<file path="config.mk">
export PLATFORM = sky130hd
export DESIGN_NAME = busctl_gen
export DESIGN_NICKNAME = d
export VERILOG_FILES = /design/src/rtl/busctl_pkg.sv /design/src/rtl/busctl_decode.sv /design/src/rtl/busctl_seq.sv /design/src/rtl/busctl_drive.sv /design/src/rtl/busctl_gen.sv
export SDC_FILE = /design/constraint.sdc
export NUM_CORES = 1
export LEC_CHECK = 0
export BUFFER_PORTS_ARGS = -buffer_cell sky130_fd_sc_hd__buf_2
export CAP_MARGIN = 20
export CORE_MARGIN = 2
export CORE_UTILIZATION = 40
export DETAILED_ROUTE_END_ITERATION = 8
export PLACE_DENSITY = 0.61
export SYNTH_ARGS = -nofsm -noshare
export SYNTH_HDL_FRONTEND = slang
export SYNTH_SLANG_ARGS = --single-unit
export TNS_END_PERCENT = 20
</file>
<file path="constraint.sdc">
create_clock -name clk -period 1.7 [get_ports clk]
set_input_delay 0.17 -clock clk [delete_from_list [all_inputs] [get_ports clk]]
set_output_delay 0.17 -clock clk [all_outputs]
set_load 0.005 [all_outputs]
</file>
<file path="src/rtl/busctl_pkg.sv">
package busctl_pkg;

    localparam int STAT_W = 3;

    typedef enum logic [STAT_W-1:0] {
        ST_ACK   = 3'b000,
        ST_IORD  = 3'b001,
        ST_IOWR  = 3'b010,
        ST_HALT  = 3'b011,
        ST_FETCH = 3'b100,
        ST_MEMRD = 3'b101,
        ST_MEMWR = 3'b110,
        ST_IDLE  = 3'b111
    } stat_e;

    // Command class of one status code
    typedef struct packed {
        logic mem_rd;
        logic mem_wr;
        logic io_rd;
        logic io_wr;
        logic ack;
        logic rd_type;
        logic carries_data;
    } cmd_class_t;

    // Registered bus-side outputs
    typedef struct packed {
        logic ale;
        logic den;
        logic dir;
        logic mrd_n;
        logic mwr_n;
        logic iord_n;
        logic iowr_n;
        logic emwr_n;
        logic eiowr_n;
        logic ack_n;
    } bus_out_t;

    localparam bus_out_t BUS_OUT_IDLE = '{
        ale: 1'b0, den: 1'b0, dir: 1'b1,
        mrd_n: 1'b1, mwr_n: 1'b1, iord_n: 1'b1, iowr_n: 1'b1,
        emwr_n: 1'b1, eiowr_n: 1'b1, ack_n: 1'b1
    };

endpackage

</file>
<file path="src/rtl/busctl_decode.sv">
module busctl_decode
    import busctl_pkg::*;
(
    input  stat_e      code_i,
    output cmd_class_t cls_o
);

    always_comb begin
        cls_o = '0;
        unique case (code_i)
            ST_ACK: begin
                cls_o.ack          = 1'b1;
                cls_o.rd_type      = 1'b1;
                cls_o.carries_data = 1'b1;
            end
            ST_IORD: begin
                cls_o.io_rd        = 1'b1;
                cls_o.rd_type      = 1'b1;
                cls_o.carries_data = 1'b1;
            end
            ST_IOWR: begin
                cls_o.io_wr        = 1'b1;
                cls_o.carries_data = 1'b1;
            end
            ST_FETCH, ST_MEMRD: begin
                cls_o.mem_rd       = 1'b1;
                cls_o.rd_type      = 1'b1;
                cls_o.carries_data = 1'b1;
            end
            ST_MEMWR: begin
                cls_o.mem_wr       = 1'b1;
                cls_o.carries_data = 1'b1;
            end
            default: cls_o = '0; // halt and idle carry no command
        endcase
    end

endmodule

</file>
<file path="src/rtl/busctl_seq.sv">
module busctl_seq
    import busctl_pkg::*;
#(
    parameter int CMD_START = 2,
    parameter int PH_W      = $clog2(CMD_START + 1)
) (
    input  logic            clk,
    input  logic            rst_n,
    input  stat_e           stat_i,
    output logic [PH_W-1:0] ph_d_o,
    output stat_e           code_d_o,
    output logic            start_d_o
);

    localparam logic [PH_W-1:0] PH_IDLE = '0;
    localparam logic [PH_W-1:0] PH_MAX  = PH_W'(CMD_START);

    typedef struct packed {
        logic [PH_W-1:0] ph;
        stat_e           code;
        stat_e           prev;
    } seq_t;

    seq_t s_d, s_q;
    logic start;

    always_comb begin
        s_d      = s_q;
        s_d.prev = stat_i;
        start    = (stat_i != ST_IDLE) && (s_q.prev == ST_IDLE);
        if (start) begin
            s_d.ph   = PH_W'(1);
            s_d.code = stat_i;
        end else if (s_q.ph != PH_IDLE) begin
            if (stat_i == ST_IDLE) begin
                s_d.ph   = PH_IDLE;
                s_d.code = ST_IDLE;
            end else if (s_q.ph != PH_MAX) begin
                s_d.ph = s_q.ph + PH_W'(1);
            end
        end
    end

    always_ff @(posedge clk or negedge rst_n) begin
        if (!rst_n) begin
            s_q <= '{ph: PH_IDLE, code: ST_IDLE, prev: ST_IDLE};
        end else begin
            s_q <= s_d;
        end
    end

    assign ph_d_o    = s_d.ph;
    assign code_d_o  = s_d.code;
    assign start_d_o = start;

endmodule

</file>
<file path="src/rtl/busctl_drive.sv">
module busctl_drive
    import busctl_pkg::*;
#(
    parameter int CMD_START  = 2,
    parameter int EARLY_LEAD = 1,
    parameter int PH_W       = $clog2(CMD_START + 1)
) (
    input  logic            clk,
    input  logic            rst_n,
    input  logic [PH_W-1:0] ph_d_i,
    input  logic            start_d_i,
    input  cmd_class_t      cls_d_i,
    output bus_out_t        out_o
);

    localparam logic [PH_W-1:0] PH_NORM  = PH_W'(CMD_START);
    localparam logic [PH_W-1:0] PH_EARLY = PH_W'(CMD_START - EARLY_LEAD);

    bus_out_t o_d, o_q;
    logic active, norm, early;

    always_comb begin
        active = (ph_d_i != '0);
        norm   = active && (ph_d_i >= PH_NORM);
        early  = active && (ph_d_i >= PH_EARLY);

        o_d         = BUS_OUT_IDLE;
        o_d.ale     = start_d_i;
        o_d.den     = norm && cls_d_i.carries_data;
        o_d.dir     = !(active && cls_d_i.rd_type);
        o_d.mrd_n   = !(norm && cls_d_i.mem_rd);
        o_d.mwr_n   = !(norm && cls_d_i.mem_wr);
        o_d.iord_n  = !(norm && cls_d_i.io_rd);
        o_d.iowr_n  = !(norm && cls_d_i.io_wr);
        o_d.ack_n   = !(norm && cls_d_i.ack);
        o_d.emwr_n  = !(early && cls_d_i.mem_wr);
        o_d.eiowr_n = !(early && cls_d_i.io_wr);
    end

    always_ff @(posedge clk or negedge rst_n) begin
        if (!rst_n) begin
            o_q <= BUS_OUT_IDLE;
        end else begin
            o_q <= o_d;
        end
    end

    assign out_o = o_q;

endmodule

</file>
<file path="src/rtl/busctl_gen.sv">
module busctl_gen
    import busctl_pkg::*;
#(
    parameter int CMD_START  = 2,
    parameter int EARLY_LEAD = 1
) (
    input  logic       clk,
    input  logic       rst_n,
    input  logic [2:0] stat,
    output logic       addr_latch_en,
    output logic       data_en,
    output logic       data_dir,
    output logic       mem_rd_n,
    output logic       mem_wr_n,
    output logic       io_rd_n,
    output logic       io_wr_n,
    output logic       mem_wr_early_n,
    output logic       io_wr_early_n,
    output logic       int_ack_n
);

    localparam int PH_W = $clog2(CMD_START + 1);

    stat_e           stat_e_w;
    logic [PH_W-1:0] ph_d;
    stat_e           code_d;
    logic            start_d;
    cmd_class_t      cls_d;
    bus_out_t        bus_q;

    assign stat_e_w = stat_e'(stat);

    busctl_seq #(
        .CMD_START (CMD_START),
        .PH_W      (PH_W)
    ) u_seq (
        .clk       (clk),
        .rst_n     (rst_n),
        .stat_i    (stat_e_w),
        .ph_d_o    (ph_d),
        .code_d_o  (code_d),
        .start_d_o (start_d)
    );

    busctl_decode u_dec (
        .code_i (code_d),
        .cls_o  (cls_d)
    );

    busctl_drive #(
        .CMD_START  (CMD_START),
        .EARLY_LEAD (EARLY_LEAD),
        .PH_W       (PH_W)
    ) u_drv (
        .clk       (clk),
        .rst_n     (rst_n),
        .ph_d_i    (ph_d),
        .start_d_i (start_d),
        .cls_d_i   (cls_d),
        .out_o     (bus_q)
    );

    assign addr_latch_en  = bus_q.ale;
    assign data_en        = bus_q.den;
    assign data_dir       = bus_q.dir;
    assign mem_rd_n       = bus_q.mrd_n;
    assign mem_wr_n       = bus_q.mwr_n;
    assign io_rd_n        = bus_q.iord_n;
    assign io_wr_n        = bus_q.iowr_n;
    assign mem_wr_early_n = bus_q.emwr_n;
    assign io_wr_early_n  = bus_q.eiowr_n;
    assign int_ack_n      = bus_q.ack_n;

endmodule

</file>
==> impl_metrics.toml <==
[run_status]
status = "finished, final reports clean"

[placement]
gp_congestion = 0.727
numPortBuffers = 14
dp.final_hpwl_um = 958

[timing]
fmax_mhz = 633
setup_viol = 0
fin_tns_setup_ns = 0
rsz0062_at_grt = "no"
maxSlewHeadroom_pct = 74.8
drv_slew = 0
fin_crit_ns = 1.58
fin_crit_sh_pct = 92.9
worst_pin_slew_ns = 0.378
finalClockSkew_ns = 0.000676
finalHoldViolCount = 0

[global_routing]
grt_usage_pct = 13.1
use_met3_pct = 5.66
grt_pass1_wl_mm = 2.06
grt.overflow.total = 0
grt-busiest-layer = "met2"
gr-usage-met1_pct = 16.4
grt_pass1_vias = 499
met2_usage_pct = 20.8
grt_start_max_net_pins = 19
antenna_found_initial = 0

[worst_setup_path]
cp_slowest_cell = "and4b_2"
cp_cell_sequence = "inv_1 -> ha_1 -> and4b_2 -> nor2_1 -> a21o_2 -> inv_1 -> a21boi_2"
cp-start-kind = "flop"
critPathRequiredTime_ns = 1.88
critPathCaptureType = "flop"
rr_startpoint = "u_seq.s_q[6]"
path_common_cell = "inv_1"
worstPathArrival_ns = 1.76
reg2reg_depth = 7
reg2reg_to = "u_drv.out_o[8]"
critPathMaxFanout = 6
criticalPathCategory = "reg -> reg"
r2r_setup_slack_ns = 0.12
max_stage_delay_ns = 0.37

[yosys]
ys_types = 27
post_synth.cell_area_avg_um2 = 12.7
yosys_warnings = 0
ys_ff_latch = 18
synth_seq_area_share_pct = 60.3
syn_area_um2 = 776
synth.net_count = 68
syn_inst = 61

[pwr]
powerDensity_nw_per_um2 = 1430
power.total_w = 0.00132
p_leak_nw = 0.392
ir_worst_vdd_uv = 685

[die]
start_util_pct = 43.5
chipHeight_um = 48.0
core_area_um2 = 1780
die_w_um = 48.0
fp-row-count = 15
die-area_um2 = 2310
pin_count = 15

[layout]
area_delta_synth_final_pct = 19.0
drive_gt1_share_pct = 55.6
antenna_cells = 0
final_net_count = 89
fillers = 157

[clock_tree]
ctsResizeCount = 0
worst_setup_hold_path_clk_slew_ns = 0.09
cts_tree = "yes"
numCtsBuffers = 3
clk_latency_ns = 0.28
clock-sinks = 18
cts_root_buf = "clkbuf_4"
clk_path_buf_depth = 2
h-tree-depth = 1

[worst_hold_path]
min_to = "u_seq.s_q[0]"
hp-class = "in -> reg"
min_from = "stat[0]"
whs_path_depth = 1

[drt]
drc = 0
vias = 518
postRouteWirelength_mm = 1.28
ant_nets = 0
drt_iter0_markers = 3
viasPerCell = 4.89
wire_per_inst_um = 12.1
drt-pass1-iter-count = 4

[job]
maxCapViolCount = 0
[state kept, by name (all words and copies together) (netlist names)]
register	cells
u_seq.s_q	8
u_drv.out_o	10
[kinds of logic (layout without fill, tap and decap cells)]
family	count (synthesis)	after routing	share of synthesized area, %
and+or+nand+nor	24	24	19.0
AOI/OAI and AO/OA	10	10	12.3
muxes	2	2	2.74
adders and majority gates	2	2	3.23
buffers and inverters	5	25	2.42
DFF	18	18	60.3
[power breakdown]
group | internal [W] | total [W] | switching (W)
logic | 0.000232 | 0.000517 | 0.000285
clock network | 0.0000911 | 0.000209 | 0.000118
registers | 0.000564 | 0.000595 | 0.0000307
total | 0.000888 | 0.00132 | 0.000434
[worst max-delay path, delay by kind of cell (launching register included)]
| kind | cells | cell delay (ns) |
|---|---|---|
| compound gates | 2 | 0.27 |
| fa+ha+maj | 1 | 0.27 |
| simple gates | 2 | 0.42 |
| flops | 1 | 0.35 |
| buf+inv | 2 | 0.15 |
[stage by stage]
step / setup WS (ns) / area [um2] / std cells / utilization (%) / hold slack [ns]
detailed placement: 0.135 / 877 / 100 / 49.2 / 0.109
global route: 0.00300 / 923 / 106 / 51.8 / 0.00452
CTS: 0.119 / 913 / 105 / 51.2 / 0.00575
finish: 0.121 / 923 / 106 / 51.8 / 0.0259
floorplan: 0.243 / 776 / 61 / - / -0.126
global placement: 0.183 / 877 / 100 / 49.2 / 0.107
[cell type report]
type | count | area, um2 | area share (%)
clock buffers | 4 | 26.3 | 2.85
inverters | 5 | 18.8 | 2.03
multi-input cells | 38 | 289 | 31.3
flip-flops and latches | 18 | 468 | 50.7
well taps | 25 | 31.3 | 3.39
repair buffers | 16 | 90.1 | 9.76
[worst max path at each step]
stage                 start             end  cells past startpoint
2_1_floorplan  u_seq.s_q[6]  u_drv.out_o[8]                      7
3_3_place_gp   u_seq.s_q[7]  u_drv.out_o[8]                      6
3_5_place_dp   u_seq.s_q[6]  u_drv.out_o[8]                      7
4_1_cts        u_seq.s_q[6]  u_drv.out_o[8]                      7
5_1_grt        u_seq.s_q[6]  u_drv.out_o[0]                      6
6_report       u_seq.s_q[6]  u_drv.out_o[8]                      7
[synth_stat cells]
library cell	instances	share of area [%]
nand2_1	2	0.97
o21ai_0	3	1.9
nand4b_1	1	1.1
a31o_2	1	1.1
nand3_1	3	1.9
nand2b_4	1	1.8
nor3_1	1	0.64
ha_1	2	3.2
dfrtp_1	4	13
a21o_2	1	1.1
and3_2	1	0.97
dfstp_2	14	47
nand3b_1	3	2.9
o21ai_2	1	1.1
inv_1	4	1.9
nand2b_1	2	1.6
nor2_2	1	0.81
a21boi_2	1	1.5
inv_2	1	0.48
o31ai_4	1	2.7
o211ai_2	1	1.6
mux2i_1	1	1.3
mux2_2	1	1.5
nor2_1	7	3.4
and4b_2	1	1.5
a21oi_2	1	1.1
and3_4	1	1.5
[repair_timing]
item,CTS,global route
hold buffers,1,1
hold endpoints to repair,4,1
setup endpoints to repair,0,0
buffers inserted,0,0
[placed cells by master (no fill, tap or decap), drive strengths merged, types with 3 or more instances in the layout]
| cell type | netlist | routed |
|---|---|---|
| clkbuf | 0 | 4 |
| dfrtp | 4 | 4 |
| nand3 | 3 | 3 |
| buf | 0 | 14 |
| inv | 5 | 5 |
| nand3b | 3 | 3 |
| nor2 | 8 | 8 |
| nand2b | 3 | 3 |
| o21ai | 4 | 4 |
| dfstp | 14 | 14 |
[per-layer routing]
layer / vias up / part of all wire [%]
li1: 250 / -
met1: 252 / 48
met2: 16 / 47
met3: 0 / 5.4
met4: 0 / 0
met5: - / 0
(Power assumes the default switching activity.)
